$ cat config.mk
export PLATFORM = sky130hd
export DESIGN_NAME = fsk_ramp_sweeper
export DESIGN_NICKNAME = d
export VERILOG_FILES = /design/src/rtl/fsk_ramp_pkg.sv /design/src/rtl/fsk_ramp_regs.sv /design/src/rtl/fsk_ramp_sync.sv /design/src/rtl/fsk_ramp_timer.sv /design/src/rtl/fsk_ramp_accum.sv /design/src/rtl/fsk_ramp_sweeper.sv
export SDC_FILE = /design/constraint.sdc
export NUM_CORES = 1
export LEC_CHECK = 0
export BUFFER_PORTS_ARGS = -buffer_cell sky130_fd_sc_hd__buf_2
export CAP_MARGIN = 40
export CORE_ASPECT_RATIO = 0.9
export CORE_MARGIN = 4
export CORE_UTILIZATION = 55
export CTS_CLUSTER_SIZE = 28
export DETAILED_ROUTE_END_ITERATION = 10
export GPL_TIMING_DRIVEN = 0
export PLACE_DENSITY_LB_ADDON = 0.2
export SLEW_MARGIN = 30
export SYNTH_ARGS = -nofsm -noshare
export SYNTH_HDL_FRONTEND = slang
export SYNTH_HIERARCHICAL = 1
export SYNTH_SLANG_ARGS = --single-unit
$ cat constraint.sdc
create_clock -name clk -period 5.8 [get_ports clk]
set_input_delay 0.87 -clock clk [delete_from_list [all_inputs] [get_ports clk]]
set_output_delay 0.87 -clock clk [all_outputs]
set_load 0.01 [all_outputs]
$ cat src/rtl/fsk_ramp_pkg.sv
package fsk_ramp_pkg;
    localparam int REG_ADDR_W = 3;

    typedef enum logic [REG_ADDR_W-1:0] {
        RA_LOW  = 3'd0,
        RA_HIGH = 3'd1,
        RA_STEP = 3'd2,
        RA_RATE = 3'd3,
        RA_CTRL = 3'd4
    } reg_addr_e;
endpackage

$ cat src/rtl/fsk_ramp_regs.sv
module fsk_ramp_regs
    import fsk_ramp_pkg::*;
#(
    parameter int FTW_W  = 48,
    parameter int RATE_W = 20
) (
    input  logic                  clk,
    input  logic                  rst_n,
    input  logic                  wr_en,
    input  logic [REG_ADDR_W-1:0] wr_addr,
    input  logic [FTW_W-1:0]      wr_data,
    input  logic                  upd_stb,
    output logic [FTW_W-1:0]      lo_o,
    output logic [FTW_W-1:0]      hi_o,
    output logic [FTW_W-1:0]      step_o,
    output logic [RATE_W-1:0]     rate_o,
    output logic                  clr_o
);
    typedef struct packed {
        logic [FTW_W-1:0]  lo;
        logic [FTW_W-1:0]  hi;
        logic [FTW_W-1:0]  step;
        logic [RATE_W-1:0] rate;
        logic              clr;
    } cfg_t;

    typedef struct packed {
        cfg_t sh;
        cfg_t act;
    } st_t;

    st_t st_d, st_q;

    always_comb begin
        st_d = st_q;
        if (upd_stb) st_d.act = st_q.sh;
        if (wr_en) begin
            case (reg_addr_e'(wr_addr))
                RA_LOW:  st_d.sh.lo   = wr_data;
                RA_HIGH: st_d.sh.hi   = wr_data;
                RA_STEP: st_d.sh.step = wr_data;
                RA_RATE: st_d.sh.rate = wr_data[RATE_W-1:0];
                RA_CTRL: st_d.sh.clr  = wr_data[0];
                default: ;
            endcase
        end
    end

    always_ff @(posedge clk or negedge rst_n) begin
        if (!rst_n) st_q <= '0;
        else        st_q <= st_d;
    end

    assign lo_o   = st_q.act.lo;
    assign hi_o   = st_q.act.hi;
    assign step_o = st_q.act.step;
    assign rate_o = st_q.act.rate;
    assign clr_o  = st_q.act.clr;
endmodule

$ cat src/rtl/fsk_ramp_sync.sv
module fsk_ramp_sync #(
    parameter int SYNC_N = 2
) (
    input  logic clk,
    input  logic rst_n,
    input  logic fsk_in,
    output logic lvl_o,
    output logic chg_o
);
    localparam int CHAIN_W = SYNC_N + 1;

    logic [CHAIN_W-1:0] chain_d, chain_q;

    always_comb begin
        chain_d = {chain_q[CHAIN_W-2:0], fsk_in};
    end

    always_ff @(posedge clk or negedge rst_n) begin
        if (!rst_n) chain_q <= '0;
        else        chain_q <= chain_d;
    end

    assign lvl_o = chain_q[SYNC_N-1];
    assign chg_o = chain_q[SYNC_N-1] ^ chain_q[SYNC_N];
endmodule

$ cat src/rtl/fsk_ramp_timer.sv
module fsk_ramp_timer #(
    parameter int RATE_W = 20
) (
    input  logic              clk,
    input  logic              rst_n,
    input  logic              clr_i,
    input  logic              chg_i,
    input  logic [RATE_W-1:0] rate_i,
    input  logic              halt_i,
    output logic              tick_o,
    output logic              run_o
);
    typedef struct packed {
        logic              run;
        logic [RATE_W-1:0] cnt;
    } tmr_t;

    tmr_t t_d, t_q;

    assign tick_o = t_q.run && (t_q.cnt == '0) && !chg_i && !clr_i;
    assign run_o  = t_q.run;

    always_comb begin
        t_d = t_q;
        if (clr_i) begin
            t_d = '0;
        end else if (chg_i) begin
            t_d.run = 1'b1;
            t_d.cnt = rate_i;
        end else if (t_q.run) begin
            if (t_q.cnt == '0) begin
                if (halt_i) t_d.run = 1'b0;
                else        t_d.cnt = rate_i;
            end else begin
                t_d.cnt = t_q.cnt - 1'b1;
            end
        end
    end

    always_ff @(posedge clk or negedge rst_n) begin
        if (!rst_n) t_q <= '0;
        else        t_q <= t_d;
    end
endmodule

$ cat src/rtl/fsk_ramp_accum.sv
module fsk_ramp_accum #(
    parameter int FTW_W = 48
) (
    input  logic             clk,
    input  logic             rst_n,
    input  logic             clr_i,
    input  logic             tick_i,
    input  logic             up_i,
    input  logic [FTW_W-1:0] lo_i,
    input  logic [FTW_W-1:0] hi_i,
    input  logic [FTW_W-1:0] step_i,
    output logic             halt_o,
    output logic [FTW_W-1:0] ftw_o
);
    localparam int EXT_W = FTW_W + 1;

    logic [FTW_W-1:0] acc_d, acc_q;
    logic [EXT_W-1:0] sum_up, floor_dn;
    logic             reach;

    always_comb begin
        sum_up   = {1'b0, acc_q} + {1'b0, step_i};
        floor_dn = {1'b0, lo_i} + {1'b0, step_i};
        reach    = up_i ? (sum_up >= {1'b0, hi_i}) : ({1'b0, acc_q} < floor_dn);
        halt_o   = tick_i && reach;
        acc_d    = acc_q;
        if (clr_i) begin
            acc_d = '0;
        end else if (tick_i) begin
            if (up_i) acc_d = reach ? hi_i : sum_up[FTW_W-1:0];
            else      acc_d = reach ? lo_i : (acc_q - step_i);
        end
    end

    always_ff @(posedge clk or negedge rst_n) begin
        if (!rst_n) acc_q <= '0;
        else        acc_q <= acc_d;
    end

    assign ftw_o = acc_q;
endmodule

$ cat src/rtl/fsk_ramp_sweeper.sv
module fsk_ramp_sweeper
    import fsk_ramp_pkg::*;
#(
    parameter int FTW_W  = 48,
    parameter int RATE_W = 20,
    parameter int SYNC_N = 2
) (
    input  logic                  clk,
    input  logic                  rst_n,
    input  logic                  wr_en,
    input  logic [REG_ADDR_W-1:0] wr_addr,
    input  logic [FTW_W-1:0]      wr_data,
    input  logic                  upd_stb,
    input  logic                  fsk_in,
    output logic [FTW_W-1:0]      ftw_o
);
    logic [FTW_W-1:0]  act_lo, act_hi, act_step;
    logic [RATE_W-1:0] act_rate;
    logic              act_clr;
    logic              fsk_lvl, fsk_chg;
    logic              step_tick, sweep_halt, tmr_run;

    fsk_ramp_regs #(.FTW_W(FTW_W), .RATE_W(RATE_W)) u_regs (
        .clk(clk), .rst_n(rst_n), .wr_en(wr_en), .wr_addr(wr_addr),
        .wr_data(wr_data), .upd_stb(upd_stb), .lo_o(act_lo), .hi_o(act_hi),
        .step_o(act_step), .rate_o(act_rate), .clr_o(act_clr)
    );

    fsk_ramp_sync #(.SYNC_N(SYNC_N)) u_sync (
        .clk(clk), .rst_n(rst_n), .fsk_in(fsk_in),
        .lvl_o(fsk_lvl), .chg_o(fsk_chg)
    );

    fsk_ramp_timer #(.RATE_W(RATE_W)) u_timer (
        .clk(clk), .rst_n(rst_n), .clr_i(act_clr), .chg_i(fsk_chg),
        .rate_i(act_rate), .halt_i(sweep_halt), .tick_o(step_tick), .run_o(tmr_run)
    );

    fsk_ramp_accum #(.FTW_W(FTW_W)) u_accum (
        .clk(clk), .rst_n(rst_n), .clr_i(act_clr), .tick_i(step_tick),
        .up_i(fsk_lvl), .lo_i(act_lo), .hi_i(act_hi), .step_i(act_step),
        .halt_o(sweep_halt), .ftw_o(ftw_o)
    );
endmodule

==> summary.txt <==
Clock tree
  • Clock sink count: 402
  • Clock root buffer: clkbuf_16
  • Clk slew on worst S/H paths: 0.06 ns
  • Max Buffers Root-to-Sink: 3
  • Hold-fix buffers at CTS: 0
  • CTS tree: done
  • Clk_lat worst skew: 0.60 ns
  • Htree depth: 2
  • CTS buffer count: 43

Flow run
  • Max_cap viols: 0

Layout
  • Diode count: 0
  • Nets@finish: 3362
  • Share of layout cells above drive strength 1: 0.3327
  • Leading cell type in the layout, fill and taps excluded: dfrtp_1
  • Syn-to-layout area delta: 18.64%
  • Most frequent cells in the layout: dfrtp_1, mux2_2, ha_1, buf_4, a21oi_1

Pwr
  • Maximum vdd drop: 295.8 uV
  • Leakage power: 15.86 nW
  • PwrDens: 429.2 mW/mm^2

Yosys
  • Post-Synthesis Cells: 2840
  • Syn Nets: 3139
  • Synth Area per Inst: 10.03 sq um
  • Post-synth EDFFs: 0
  • Async SR Flop Fraction: 1.000
  • Main synth FF type: dfrtp_1
  • Post-Synthesis Cell Area: 0.02847 sq mm
  • Sequential area share after synthesis: 0.3533
  • Yosys cell types: 98
  • Synthesized flop and latch total: 402
  • Yosys warns: 6

Critical path
  • Crit Path Max Fanout: 4
  • Crit Path Category: flip-flop to flip-flop
  • CP max stage delay: 0.42 ns
  • Cell mode on critical path: buf_6
  • Crit start category: flip-flop
  • Worst r2r path cells: 31
  • CP required: 6.28 ns
  • Element type at the critical path end: flip-flop
  • Critical Path AT: 6.50 ns
  • CP max stage cell: fa_2

Die
  • Die Height: 223.8 microns
  • Core ar.: 0.05085 sq mm
  • FP Rows: 78
  • IO Count: 104
  • Area of the die: 0.05547 sq mm
  • Starting density of the core: 0.5599
  • Die width: 247.8 microns

STA
  • RSZ-0062 raised after global routing: yes
  • Fin crit period: 6.017 ns
  • Max Clock Skew: 0.02147 ns
  • Hold Slack: 0.2423 ns
  • Max_slew headroom: 0.3885
  • Crit path setup slack, layout: -0.2175 ns
  • Pins over their slew limit: 0
  • F_max: 0.1662 GHz
  • Setup-failing EPs final: 66
  • Post-route setup TNS: -8.485 ns
  • Final Cycle Share: 1.037
  • Worst Tran Pin Value: 0.9173 ns
  • Final Hold Vio Count: 0

Routing
  • Total Wirelength: 98780 microns
  • Drt wl/cell: 26.18 microns
  • Via count: 23640
  • Via/cell ratio: 6.266
  • Drt pass-1 iters: 6
  • Drt drc: 0
  • Initial drt markers: 2266
  • Routed Antenna Nets: 0

Placed design
  • Pre-CTS setup slack: -2.208 ns
  • Placer congestion estimate: 1.001
  • PortBufs: 102
  • Post-DP HPWL: 74060 microns

GRT
  • Antenna violations before repair: 1
  • Number of global-route vias before repair: 23390
  • Gr usage total: 0.3477
  • Largest net degree at the start of global routing: 87
  • First-pass GRT wire length: 146400 microns
  • GRT overflow: 0

Min path
  • Type of the worst min-delay path: input port to async pin

Status
  • Failing checks: setup timing
  • Run status: finished with violations
-- timing repair --
| item | 4_1_cts | 5_1_grt |
|---|---|---|
| pin swaps | 64 | 47 |
| resized for setup | 240 | 111 |
| gates cloned | 2 | 2 |
| setup endpoints to repair | 69 | 69 |
| buffers inserted | 42 | 21 |
-- through the flow --
stage	std cells	instance area, sq um	power, mW	util
floorplan	2840	28470	8.326	-
global placement	3622	29830	10.07	0.5867
detailed placement	3637	30090	10.29	0.5918
CTS	3746	32980	13.94	0.6486
global route	3773	33780	15.24	0.6643
finish	3773	33780	14.50	0.6643
-- flip-flops by register name, indices dropped and copies added (netlist names) --
signal,flops
u_timer/run_o,1
u_regs/rate_o,20
u_regs/clr_o,1
u_regs/hi_o,48
u_timer/t_q,20
u_accum/ftw_o,48
u_regs/st_q,165
u_sync/chain_q,3
u_regs/step_o,48
u_regs/lo_o,48
-- worst paths after layout --
kind                                        start  slack (ns)                end
worst max-delay path             u_regs/step_o[0]       -0.22    u_timer/t_q[19]
worst min-delay path                        rst_n        0.24   u_regs/st_q[302]
worst max register to register   u_regs/step_o[0]       -0.22    u_timer/t_q[19]
worst min register to register  u_sync/chain_q[0]        0.38  u_sync/chain_q[1]
max in group asynchronous                   rst_n        3.85    u_regs/hi_o[42]
min in group clk                u_sync/chain_q[0]        0.38  u_sync/chain_q[1]
-- kinds of logic (layout without fill, tap and decap cells) --
kind of cell | after synthesis | count (layout) | share of synthesized area
AO/OA/AOI/OAI | 723 | 723 | 0.1745
flip-flops | 402 | 402 | 0.3533
AND/OR/NAND/NOR | 539 | 539 | 0.09519
adder cells (fa/ha/maj) | 243 | 243 | 0.1076
multiplexers | 348 | 348 | 0.1422
XOR/XNOR | 129 | 129 | 0.03968
buffers and inverters | 456 | 709 | 0.08750
-- final cells by class --
class	count	area, sq um
Tap cell	680	850.8
Buffer	280	2108
Inverter	165	631.9
Timing Repair Buffer	189	1431
Clock inverter	17	269.0
Sequential cell	402	10070
Clock buffer	58	1222
Fill cell	4118	17070
Multi-Input combinational cell	1982	17200
-- where the power goes --
group          total (mW)  switching, mW  leakage (nW)  internal, mW
Sequential           3.88          0.433          4.94          3.44
Combinational        7.68           4.39          10.2          3.29
Clock                2.94           1.22         0.730          1.72
-- cell usage after synthesis, types with 29 or more instances --
master,number,area share
buf_2,50,0.0088
mux2_2,271,0.11
nand3_1,38,0.0067
clkbuf_1,55,0.0073
mux2_4,40,0.021
nor2_1,160,0.021
dfrtp_1,402,0.35
inv_1,161,0.021
o211ai_1,29,0.0076
a21oi_1,197,0.035
xnor2_1,85,0.026
a221oi_1,37,0.011
o21bai_1,39,0.010
o31ai_1,31,0.0082
buf_4,171,0.045
ha_1,240,0.11
xor2_1,44,0.014
nor3_1,36,0.0063
o21ai_0,79,0.014
a21o_1,91,0.024
nand2_1,125,0.016
-- per-layer routing --
metal	up-vias	wire length, microns	global-route usage
li1	10600	-	-
met1	11810	43690	0.5067
met2	1029	43140	0.5250
met3	206	7873	0.05805
met4	0	4074	0.1234
met5	-	0	0
-- worst max-delay path, delay by kind of cell (launching register included) --
family | cells | cell delay, ns
AOI/OAI and AO/OA | 17 | 3.00
adders and majority gates | 3 | 0.88
and+or+nand+nor | 4 | 0.78
buffers and inverters | 6 | 0.75
DFF | 1 | 0.37
xor gates and xnor gates | 1 | 0.07
Note: power is estimated with default switching activity, not from simulation.
